<file path="src/rtl/i2c_rf_pkg.sv">
package i2c_rf_pkg;

    typedef enum logic [3:0] {
        ST_IDLE,
        ST_ADDR,
        ST_ADDR_ACK,
        ST_PTR,
        ST_PTR_ACK,
        ST_WDATA,
        ST_WDATA_ACK,
        ST_RDATA,
        ST_RACK,
        ST_WAIT
    } rf_state_e;

endpackage

</file>
<file path="src/rtl/i2c_rf_sync.sv">
module i2c_rf_sync #(
    parameter int STAGES = 2
) (
    input  logic clk,
    input  logic rst_n,
    input  logic line_i,
    output logic level_o,
    output logic rise_o,
    output logic fall_o
);

    logic [STAGES-1:0] pipe_q;
    logic              prev_q;

    generate
        if (STAGES == 1) begin : g_single
            always_ff @(posedge clk or negedge rst_n) begin
                if (!rst_n) pipe_q <= '1;
                else        pipe_q <= line_i;
            end
        end else begin : g_chain
            always_ff @(posedge clk or negedge rst_n) begin
                if (!rst_n) pipe_q <= '1;
                else        pipe_q <= {pipe_q[STAGES-2:0], line_i};
            end
        end
    endgenerate

    // previous synchronized sample for edge detection
    always_ff @(posedge clk or negedge rst_n) begin
        if (!rst_n) prev_q <= 1'b1;
        else        prev_q <= pipe_q[STAGES-1];
    end

    assign level_o = pipe_q[STAGES-1];
    assign rise_o  = pipe_q[STAGES-1] & ~prev_q;
    assign fall_o  = ~pipe_q[STAGES-1] & prev_q;

endmodule

</file>
<file path="src/rtl/i2c_rf_regs.sv">
module i2c_rf_regs #(
    parameter int NUM_REGS = 17,
    parameter int DATA_W   = 8,
    parameter int PTR_W    = 5
) (
    input  logic              clk,
    input  logic              rst_n,
    input  logic              wr_en,
    input  logic [PTR_W-1:0]  wr_addr,
    input  logic [DATA_W-1:0] wr_data,
    input  logic [PTR_W-1:0]  rd_addr,
    output logic [DATA_W-1:0] rd_data
);

    logic [DATA_W-1:0] regs_q [NUM_REGS];

    generate
        for (genvar g = 0; g < NUM_REGS; g++) begin : g_byte
            always_ff @(posedge clk or negedge rst_n) begin
                if (!rst_n)
                    regs_q[g] <= '0;
                else if (wr_en && (wr_addr == PTR_W'(g)))
                    regs_q[g] <= wr_data;
            end
        end
    endgenerate

    assign rd_data = regs_q[rd_addr];

endmodule

</file>
<file path="src/rtl/i2c_regfile_slave.sv">
module i2c_regfile_slave
    import i2c_rf_pkg::*;
#(
    parameter logic [6:0] DEV_ADDR    = 7'h68,
    parameter int         NUM_REGS    = 17,
    parameter int         DATA_W      = 8,
    parameter int         SYNC_STAGES = 2
) (
    input  logic clk,
    input  logic rst_n,
    input  logic scl_i,
    input  logic sda_i,
    output logic sda_oe,
    input  logic pwr_fail_i
);

    localparam int                PTR_W    = $clog2(NUM_REGS);
    localparam int                CNT_W    = $clog2(DATA_W + 1);
    localparam logic [CNT_W-1:0]  LAST_BIT = CNT_W'(DATA_W);
    localparam logic [PTR_W-1:0]  PTR_MAX  = PTR_W'(NUM_REGS - 1);

    // synchronized bus samples and edges
    logic scl_s, scl_rise, scl_fall;
    logic sda_s, sda_rise, sda_fall;
    logic start_evt, stop_evt;

    i2c_rf_sync #(.STAGES(SYNC_STAGES)) u_scl_sync (
        .clk    (clk),
        .rst_n  (rst_n),
        .line_i (scl_i),
        .level_o(scl_s),
        .rise_o (scl_rise),
        .fall_o (scl_fall)
    );

    i2c_rf_sync #(.STAGES(SYNC_STAGES)) u_sda_sync (
        .clk    (clk),
        .rst_n  (rst_n),
        .line_i (sda_i),
        .level_o(sda_s),
        .rise_o (sda_rise),
        .fall_o (sda_fall)
    );

    assign start_evt = sda_fall & scl_s;
    assign stop_evt  = sda_rise & scl_s;

    // state and datapath registers
    rf_state_e          state_q, nxt;
    logic [CNT_W-1:0]   bit_cnt;
    logic [DATA_W-1:0]  rx_q;
    logic [DATA_W-1:0]  tx_q;
    logic               tx_en;
    logic               rw_q;
    logic               m_nack;
    logic [PTR_W-1:0]   ptr_q;
    logic [PTR_W-1:0]   ptr_inc;
    logic [DATA_W-1:0]  rd_data;

    logic byte_done, addr_hit, ptr_ok, wr_en, load_tx;

    assign byte_done = scl_fall && (bit_cnt == LAST_BIT);
    assign addr_hit  = (rx_q[DATA_W-1 -: 7] == DEV_ADDR) && !pwr_fail_i;
    assign ptr_ok    = (rx_q < DATA_W'(NUM_REGS)) && !pwr_fail_i;
    assign wr_en     = (state_q == ST_WDATA) && byte_done && !pwr_fail_i;
    assign ptr_inc   = (ptr_q == PTR_MAX) ? '0 : ptr_q + 1'b1;
    assign load_tx   = ((state_q == ST_ADDR_ACK) && scl_fall && rw_q) ||
                       ((state_q == ST_RACK) && scl_fall && !m_nack);

    i2c_rf_regs #(
        .NUM_REGS(NUM_REGS),
        .DATA_W  (DATA_W),
        .PTR_W   (PTR_W)
    ) u_regs (
        .clk    (clk),
        .rst_n  (rst_n),
        .wr_en  (wr_en),
        .wr_addr(ptr_q),
        .wr_data(rx_q),
        .rd_addr(ptr_q),
        .rd_data(rd_data)
    );

    // next-state logic
    always_comb begin
        nxt = state_q;
        if (start_evt) begin
            nxt = ST_ADDR;
        end else if (stop_evt) begin
            nxt = ST_IDLE;
        end else begin
            unique case (state_q)
                ST_IDLE:      nxt = ST_IDLE;
                ST_ADDR:      if (byte_done) nxt = addr_hit ? ST_ADDR_ACK : ST_IDLE;
                ST_ADDR_ACK:  if (scl_fall)  nxt = rw_q ? ST_RDATA : ST_PTR;
                ST_PTR:       if (byte_done) nxt = ptr_ok ? ST_PTR_ACK : ST_IDLE;
                ST_PTR_ACK:   if (scl_fall)  nxt = ST_WDATA;
                ST_WDATA:     if (byte_done) nxt = pwr_fail_i ? ST_IDLE : ST_WDATA_ACK;
                ST_WDATA_ACK: if (scl_fall)  nxt = ST_WDATA;
                ST_RDATA:     if (scl_fall && (bit_cnt == LAST_BIT - 1'b1)) nxt = ST_RACK;
                ST_RACK:      if (scl_fall)  nxt = m_nack ? ST_WAIT : ST_RDATA;
                ST_WAIT:      nxt = ST_WAIT;
                default:      nxt = ST_IDLE;
            endcase
        end
    end

    // state register
    always_ff @(posedge clk or negedge rst_n) begin
        if (!rst_n) state_q <= ST_IDLE;
        else        state_q <= nxt;
    end

    // datapath: shift registers, bit counter, pointer
    always_ff @(posedge clk or negedge rst_n) begin
        if (!rst_n) begin
            bit_cnt <= '0;
            rx_q    <= '0;
            tx_q    <= '0;
            tx_en   <= 1'b0;
            rw_q    <= 1'b0;
            m_nack  <= 1'b1;
            ptr_q   <= '0;
        end else if (start_evt) begin
            bit_cnt <= '0;
        end else begin
            case (state_q)
                ST_ADDR, ST_PTR, ST_WDATA: begin
                    if (scl_rise && (bit_cnt != LAST_BIT)) begin
                        rx_q    <= {rx_q[DATA_W-2:0], sda_s};
                        bit_cnt <= bit_cnt + 1'b1;
                    end
                    if (byte_done) begin
                        bit_cnt <= '0;
                        if (state_q == ST_ADDR)          rw_q  <= rx_q[0];
                        if (state_q == ST_PTR && ptr_ok) ptr_q <= rx_q[PTR_W-1:0];
                        if (wr_en)                       ptr_q <= ptr_inc;
                    end
                end
                ST_RDATA: begin
                    if (scl_fall) begin
                        if (bit_cnt == LAST_BIT - 1'b1) begin
                            bit_cnt <= '0;
                        end else begin
                            tx_q    <= tx_q << 1;
                            bit_cnt <= bit_cnt + 1'b1;
                        end
                    end
                end
                ST_RACK: begin
                    if (scl_rise) m_nack <= sda_s;
                end
                default: ;
            endcase
            if (load_tx) begin
                tx_q    <= rd_data;
                tx_en   <= !pwr_fail_i;
                ptr_q   <= ptr_inc;
                bit_cnt <= '0;
            end
        end
    end

    // output decode
    always_comb begin
        unique case (state_q)
            ST_ADDR_ACK, ST_PTR_ACK, ST_WDATA_ACK: sda_oe = 1'b1;
            ST_RDATA:                              sda_oe = tx_en && !tx_q[DATA_W-1];
            default:                               sda_oe = 1'b0;
        endcase
    end

endmodule

</file>
<file path="config.mk">
export PLATFORM = sky130hd
export DESIGN_NAME = i2c_regfile_slave
export DESIGN_NICKNAME = d
export VERILOG_FILES = /design/src/rtl/i2c_rf_pkg.sv /design/src/rtl/i2c_rf_sync.sv /design/src/rtl/i2c_rf_regs.sv /design/src/rtl/i2c_regfile_slave.sv
export SDC_FILE = /design/constraint.sdc
export NUM_CORES = 1
export LEC_CHECK = 0
export ABC_AREA = 1
export ABC_CLOCK_PERIOD_IN_PS = 3900
export BUFFER_PORTS_ARGS = -buffer_cell sky130_fd_sc_hd__buf_2
export CAP_MARGIN = 25
export CORE_MARGIN = 3
export CORE_UTILIZATION = 40
export DETAILED_ROUTE_END_ITERATION = 10
export GPL_TIMING_DRIVEN = 0
export MAX_ROUTING_LAYER = met4
export PLACE_DENSITY_LB_ADDON = 0.1
export SYNTH_ARGS = -nofsm -noshare
export SYNTH_HDL_FRONTEND = slang
export SYNTH_HIERARCHICAL = 1
export SYNTH_SLANG_ARGS = --single-unit
</file>
<file path="constraint.sdc">
create_clock -name clk -period 3.9 [get_ports clk]
set_clock_uncertainty 0.2 [all_clocks]
set_input_delay 0 -clock clk [delete_from_list [all_inputs] [get_ports clk]]
set_output_delay 0 -clock clk [all_outputs]
set_load 0.1 [all_outputs]
</file>
; ---- Word level (Yosys, flattened, before mapping)
; Index checks and enable logic that the tools add are counted.
[word_totals]
register_bits = 174
input_bits = 5
out_inout_bits = 1
[op_classes]
addsub = 2
n_lt_le_gt_ge = 2
eq_ne = 39
mux = 36
bitwise = 12
n_reduce_logical = 52
[op_table]
columns = cell, n
row1 = $mux 4, 16
row2 = $mux 8, 6
row3 = $bmux 8 s5, 1
row4 = $eq 5x4->1 const B, 8
row5 = $ne 4x4->1 const B, 8
row6 = $pmux 4 s8, 1
row7 = $logic_and 1x1->1, 30
row8 = $mux 5, 6
row9 = $eq 4x3->1 const B, 5
row10 = $eq 5x3->1 const B, 4
row11 = $eq 4x4->1 const B, 3
row12 = $reduce_and 4->1, 3
row13 = $eq 5x2->1 const B, 2
row14 = $mux 3, 3
row15 = $reduce_and 3->1, 3
row16 = $eq 4x2->1 const B, 2
row17 = $lt 8x5->1 const B, 1
row18 = $pmux 4 s2, 1
row19 = $reduce_bool 2->1, 4
row20 = $eq 7x7->1 const B, 1
row21 = $reduce_and 7->1, 1
row22 = $and 1x1->1, 6
row23 = $ge 6x6->1 const B, 1
row24 = $not 5->6, 1
row25 = other kinds (19), 26

; ---- Depth between registers and ports, before layout
[depth]
ltp_word = 9
depth_mapped = 14
ltp_nobuf = 12

; ---- Hierarchy
; Netlist, hierarchy kept.
[modules_own_cells]
columns = mod, n_inst, cells_per_inst, area_per_inst_um2
row1 = i2c_rf_regs, 1, 907, 6887.9
row2 = i2c_regfile_slave, 1, 323, 2214.6
row3 = i2c_rf_sync, 2, 7, 93.8

; ---- Least setup slack after synthesis
; OpenSTA, ideal clock, no wires.
[synth_path]
kind = reg-to-reg
startpoint = reg u_scl_sync.prev_q
endpoint = reg u_regs/regs_q[118] (netlist name)
setup_time_ps = 123
arrival_ps = 1996
required_ps = 3577
path_slack_ps = 1580
path_stages_with_launch = 14
path_cell_list = dfstp_2 > inv_1 > nor2_1 > buf_4 > nand4_2 > nor2_1 > inv_1 > nor2_2 > inv_2 > nor3_4 > nand2_2 > buf_6 > nand2_1 > o21ai_2
[synth_between]
elab_chain_len = 5
[synth_rtl]
columns = element, line
row1 = "start, declared", i2c_rf_sync.sv:13  ; logic prev_q;
row2 = "start signal, assigned", i2c_rf_sync.sv:32  ; else prev_q <= pipe_q[STAGES-1];
row3 = $and 1x1->1, i2c_rf_sync.sv:37  ; assign fall_o = ~pipe_q[STAGES-1] & prev_q;
row4 = via scl_fall, i2c_regfile_slave.sv:23  ; logic scl_s, scl_rise, scl_fall;
row5 = $logic_and 1x1->1, i2c_regfile_slave.sv:62  ; assign byte_done = scl_fall && (bit_cnt == LAST_BIT);
row6 = $logic_and 1x1->1 (2 in series), i2c_regfile_slave.sv:65  ; assign wr_en = (state_q == ST_WDATA) && byte_done && !pwr_fail_i;
row7 = via wr_en, i2c_regfile_slave.sv:60  ; logic byte_done, addr_hit, ptr_ok, wr_en, load_tx;
row8 = $logic_and 1x1->1, i2c_rf_regs.sv:22  ; else if (wr_en && (wr_addr == PTR_W'(g)))
row9 = "end signal, assigned by index", i2c_rf_regs.sv:23  ; regs_q[g] <= wr_data;
row10 = "end, declared", i2c_rf_regs.sv:15  ; logic [DATA_W-1:0] regs_q [NUM_REGS];
; The timed path passes the listed nets, and every way through them passes these cells.
; A chain may end at the register's enable or synchronous reset.

; ---- Worst setup path in the final report
[layout_path]
startpoint = reg ptr_q[2]
endpoint = reg tx_q[7]
[layout_between]
elab_chain_len = 5
[layout_rtl]
columns = element, line
row1 = "start, declared", i2c_regfile_slave.sv:56  ; logic [PTR_W-1:0] ptr_q;
row2 = "start signal, assigned", i2c_regfile_slave.sv:136  ; if (state_q == ST_PTR && ptr_ok) ptr_q <= rx_q[PTR_W-1:0];
row3 = "start signal, assigned", i2c_regfile_slave.sv:137  ; if (wr_en) ptr_q <= ptr_inc;
row4 = "start signal, assigned", i2c_regfile_slave.sv:158  ; ptr_q <= ptr_inc;
row5 = $not 5->6 (implied by the code), i2c_rf_regs.sv:28  ; assign rd_data = regs_q[rd_addr];
row6 = $bmux 8 s5, i2c_rf_regs.sv:28
row7 = $mux 8 (implied by the code) (2 in series), i2c_rf_regs.sv:28
row8 = via rd_data[7], i2c_regfile_slave.sv:58  ; logic [DATA_W-1:0] rd_data;
row9 = $mux 8, i2c_regfile_slave.sv:155  ; if (load_tx) begin
row10 = "end signal, assigned", i2c_regfile_slave.sv:145  ; tx_q <= tx_q << 1;
row11 = "end signal, assigned", i2c_regfile_slave.sv:156  ; tx_q <= rd_data;
row12 = "end, declared", i2c_regfile_slave.sv:52  ; logic [DATA_W-1:0] tx_q;
; The timed path passes the listed nets, and every way through them passes these cells. The select of a mux whose other input is x is not followed.

==> metrics.md <==
| Metric | Value |
|---|---|
| Clock Latency Late Sink | `0.43 ns` |
| Post-synth ARST share | `100%` |
| Post-Layout Cell Count | `1,575` |
| Worst path required time | `4.02 ns` |
| TNS Setup | `0 ns` |
| CTS tree | `yes` |
| VDD IR max | `0.216 mV` |
| Slew margin rel. | `39.5%` |
| GPL Wtd Cong | `0.890` |
| Routed len/inst | `16.7 um` |
| Core area | `22,700 um^2` |
| Initial Utilization | `40.9%` |
| Hold Vio Cnt, Final | `0` |
| Fmax | `339 MHz` |
| Synth Flop Type | `dfrtp_1` |
| Seq pwr share | `45.6%` |
| Netlist cell types | `35` |
| Fin crit share | `75.6%` |
| ANT cells | `0` |
| Final-report setup violation count | `0` |
| Combinational Power Share | `13.9%` |
| Largest net degree at the start of global routing | `100` |
| Area share of the largest cell type after synthesis | `45.0%` |
| DP Worst Slack | `0.995 ns` |
| Vias in the first global route | `7,695` |
| Ys Warns | `6` |
| Xor/xnor share of the synthesized area | `0.189%` |
| CTS Root Cell | `clkbuf_16` |
| WL final | `26,200 um` |
| Total power | `4.23 mW` |
| Post-Synth Adder-Cell Area | `0.539%` |
| Top cells by area, synth | `dfrtp_1, nand2_1, inv_1, nand3_1, o21ai_1` |
| P per Cell Area | `407 nW/um^2` |
| Synth Area in Simple Gates | `30.4%` |
| CTS H-tree lvls | `4` |
| DRC | `0` |
| Die Wd | `158 um` |
| EDFF count, synth | `0` |
| Leakage power total | `4.88 nW` |
| Slew Viols, Final | `0` |
| Compound-Gate Fraction of Synth Area | `11.1%` |
| Crit Path Max Fanout | `13` |
| Net Count, Synth | `1,253` |
| Crit path max-delay cell type | `nor2_1` |
| Count leader, synth | `nand2_1` |
| # resized after CTS | `0` |
| FP Rows | `55` |
| First-pass DRT Iterations | `5` |
| Largest area contributor in the netlist | `dfrtp_1` |
| Actual slew at the worst max-slew pin | `0.907 ns` |
| Share of layout cells above drive strength 1 | `12.2%` |
| Commonest cells post-synth | `nand2_1, inv_1, dfrtp_1` |
| Iteration-0 DRC count of the detailed router | `619` |
| Cell mode on critical path | `nand2_1` |
| Post-Syn Area | `9290 um^2` |
| Switching share of power | `30.2%` |
| Syn Area/Cell | `7.47 um^2` |
| Util after Layout | `45.7%` |
| Antenna violations before repair | `0` |
| Yosys reg bits | `174` |
| Overflow after GRT | `0` |
| Chip height | `158 um` |
| Hold Crit Class | `input port to flip-flop` |
| Status | `finished clean` |
| Sequential area share after synthesis | `47.0%` |
| Unrepaired setup endpoints after global routing | `false` |
| Startpoint types | `flip-flop` |
| Die Area | `25,100 um^2` |
| Vias/cell | `4.99` |
| DP HPWL | `18,000 um` |
| Clk buf depth | `2` |
| Post-synthesis mux area share | `0%` |
| Post-route ant nets | `0` |
| Via Count | `7,857` |
| First-pass GRT wire length | `42,000 um` |
| Sw Pwr | `1.28 mW` |
| Critical-path cell list | `clkinv_1 -> nor2_1 -> nand3_1 -> nand2_1 -> nor2_1 -> nand2_1 -> nand2_1 -> nand2_1 -> o21ai_0 -> nand2_1 -> o21ai_0` |
| CP Class | `flip-flop to flip-flop` |
| CTS Buf Count | `17` |
| Nets | `1,286` |
| Placed cell count | `1,535` |
| Top-level I/O count | `6` |
| Int Power | `2.95 mW` |
| WP data arrival | `3.07 ns` |
| Filler cells | `2,381` |
| Largest family of logic cells by synthesized area | `simple AND/OR/NAND/NOR gates` |
| Post-Syn Instances | `1,244` |
| Clock share of power | `40.5%` |
| Maxcap violations | `0` |
| CP peak stage delay | `0.70 ns` |
| GRT Overall Usage | `22.7%` |
| Min Tclk post-route | `2.95 ns` |
| Layout area overhead | `11.8%` |
| Worst-path clk slew | `0.07 ns` |
| Worst Slack Setup Final | `0.951 ns` |
| Crit. End Element | `flip-flop` |
| PortBufs | `5` |
| Clock sink count | `174` |
==> cell families after synthesis <==
logic type	after synthesis
flops	174
xor+xnor	2
simple gates	655
fa+ha+maj	4
compound gates	181
buf+inv	228
==> through the flow <==
step | instance area [um^2] | hold WS, ns
detailed placement | 9710 | -0.178
global placement | 9670 | -0.0941
finish | 10400 | 0.111
CTS | 10400 | 0.107
floorplan | 9290 | -0.496
global route | 10400 | 0.138
==> area by class of cell <==
type	count	area, um^2	share of cell area, %
plain buffers	54	344	3.31
repair buffers	14	160	1.54
flip-flops and latches	174	4360	42.0
clock inverters	9	111	1.07
multi-input cells	842	3930	37.8
clock buffers	23	468	4.51
inverters	174	653	6.29
well taps	285	357	3.43
==> power by group through the flow <==
stage	Sequential, mW	Combinational, mW	Clock [mW]
2_1_floorplan	1.94	0.311	0
3_3_place_gp	1.96	0.579	0
3_5_place_dp	1.96	0.584	0
4_1_cts	1.93	0.595	1.75
5_1_grt	1.94	0.652	1.82
6_report	1.93	0.586	1.71
==> routing by layer <==
layer | global-route usage [%] | up-vias | part of all wire (%)
met1 | 30.0 | 3712 | 47
met3 | 3.81 | 35 | 4.1
met4 | 6.60 | 0 | 2.0
li1 | - | 3959 | -
met2 | 36.1 | 151 | 47
met5 | - | - | 0
==> worst max-delay path: cells and delay by family, from the launching register on <==
kind | cells | cell delay [ns]
simple gates | 8 | 1.39
buf+inv | 1 | 0.40
flops | 1 | 0.68
compound gates | 2 | 0.16
==> path summary, 6_finish.rpt <==
check	cells after the start	start	to	slack, ns
worst max-delay path	11	ptr_q[2]	tx_q[7]	0.95
worst min-delay path	3	pwr_fail_i	tx_en	0.11
worst max register to register	11	ptr_q[2]	tx_q[7]	0.95
worst min register to register	0	u_sda_sync/pipe_q[0]	u_sda_sync/pipe_q[1]	0.16
max in group asynchronous	4	rst_n	u_scl_sync/pipe_q[0]	2.53
min in group asynchronous	4	rst_n	u_regs/regs_q[80]	0.48
==> registers in the layout (all words and copies together), names as in the netlist <==
name / flops
state_q: 4
u_sda_sync/prev_q: 1
tx_q: 8
bit_cnt: 4
u_scl_sync/prev_q: 1
ptr_q: 5
m_nack: 1
tx_en: 1
u_regs/regs_q: 136
u_sda_sync/pipe_q: 2
rx_q: 8
u_scl_sync/pipe_q: 2
rw_q: 1
==> layout by cell type (no fill, tap or decap), drive strengths merged <==
| cell type | netlist | final |
|---|---|---|
| a31oi | 3 | 3 |
| ha | 4 | 4 |
| nand4 | 10 | 10 |
| nand3b | 1 | 1 |
| inv | 173 | 173 |
| clkinvlp | 0 | 2 |
| o21ai | 172 | 172 |
| a21boi | 1 | 1 |
| buf | 39 | 46 |
| clkinv | 1 | 6 |
| a21oi | 4 | 4 |
| o21bai | 1 | 1 |
| xor2 | 2 | 2 |
| bufinv | 0 | 2 |
| or2 | 1 | 1 |
| nand2 | 441 | 441 |
| dfrtp | 167 | 167 |
| dlygate4sd3 | 0 | 7 |
| dfstp | 7 | 7 |
| nor2 | 86 | 86 |
| clkbuf | 15 | 38 |
| nand3 | 111 | 111 |
| nor3 | 5 | 5 |
==> timing repair <==
item                      in CTS  in global routing
hold endpoints to repair     175                  0
hold buffers                   8                  0
buffers inserted               0                  0
No activity file was read; power rests on OpenSTA's default activity.
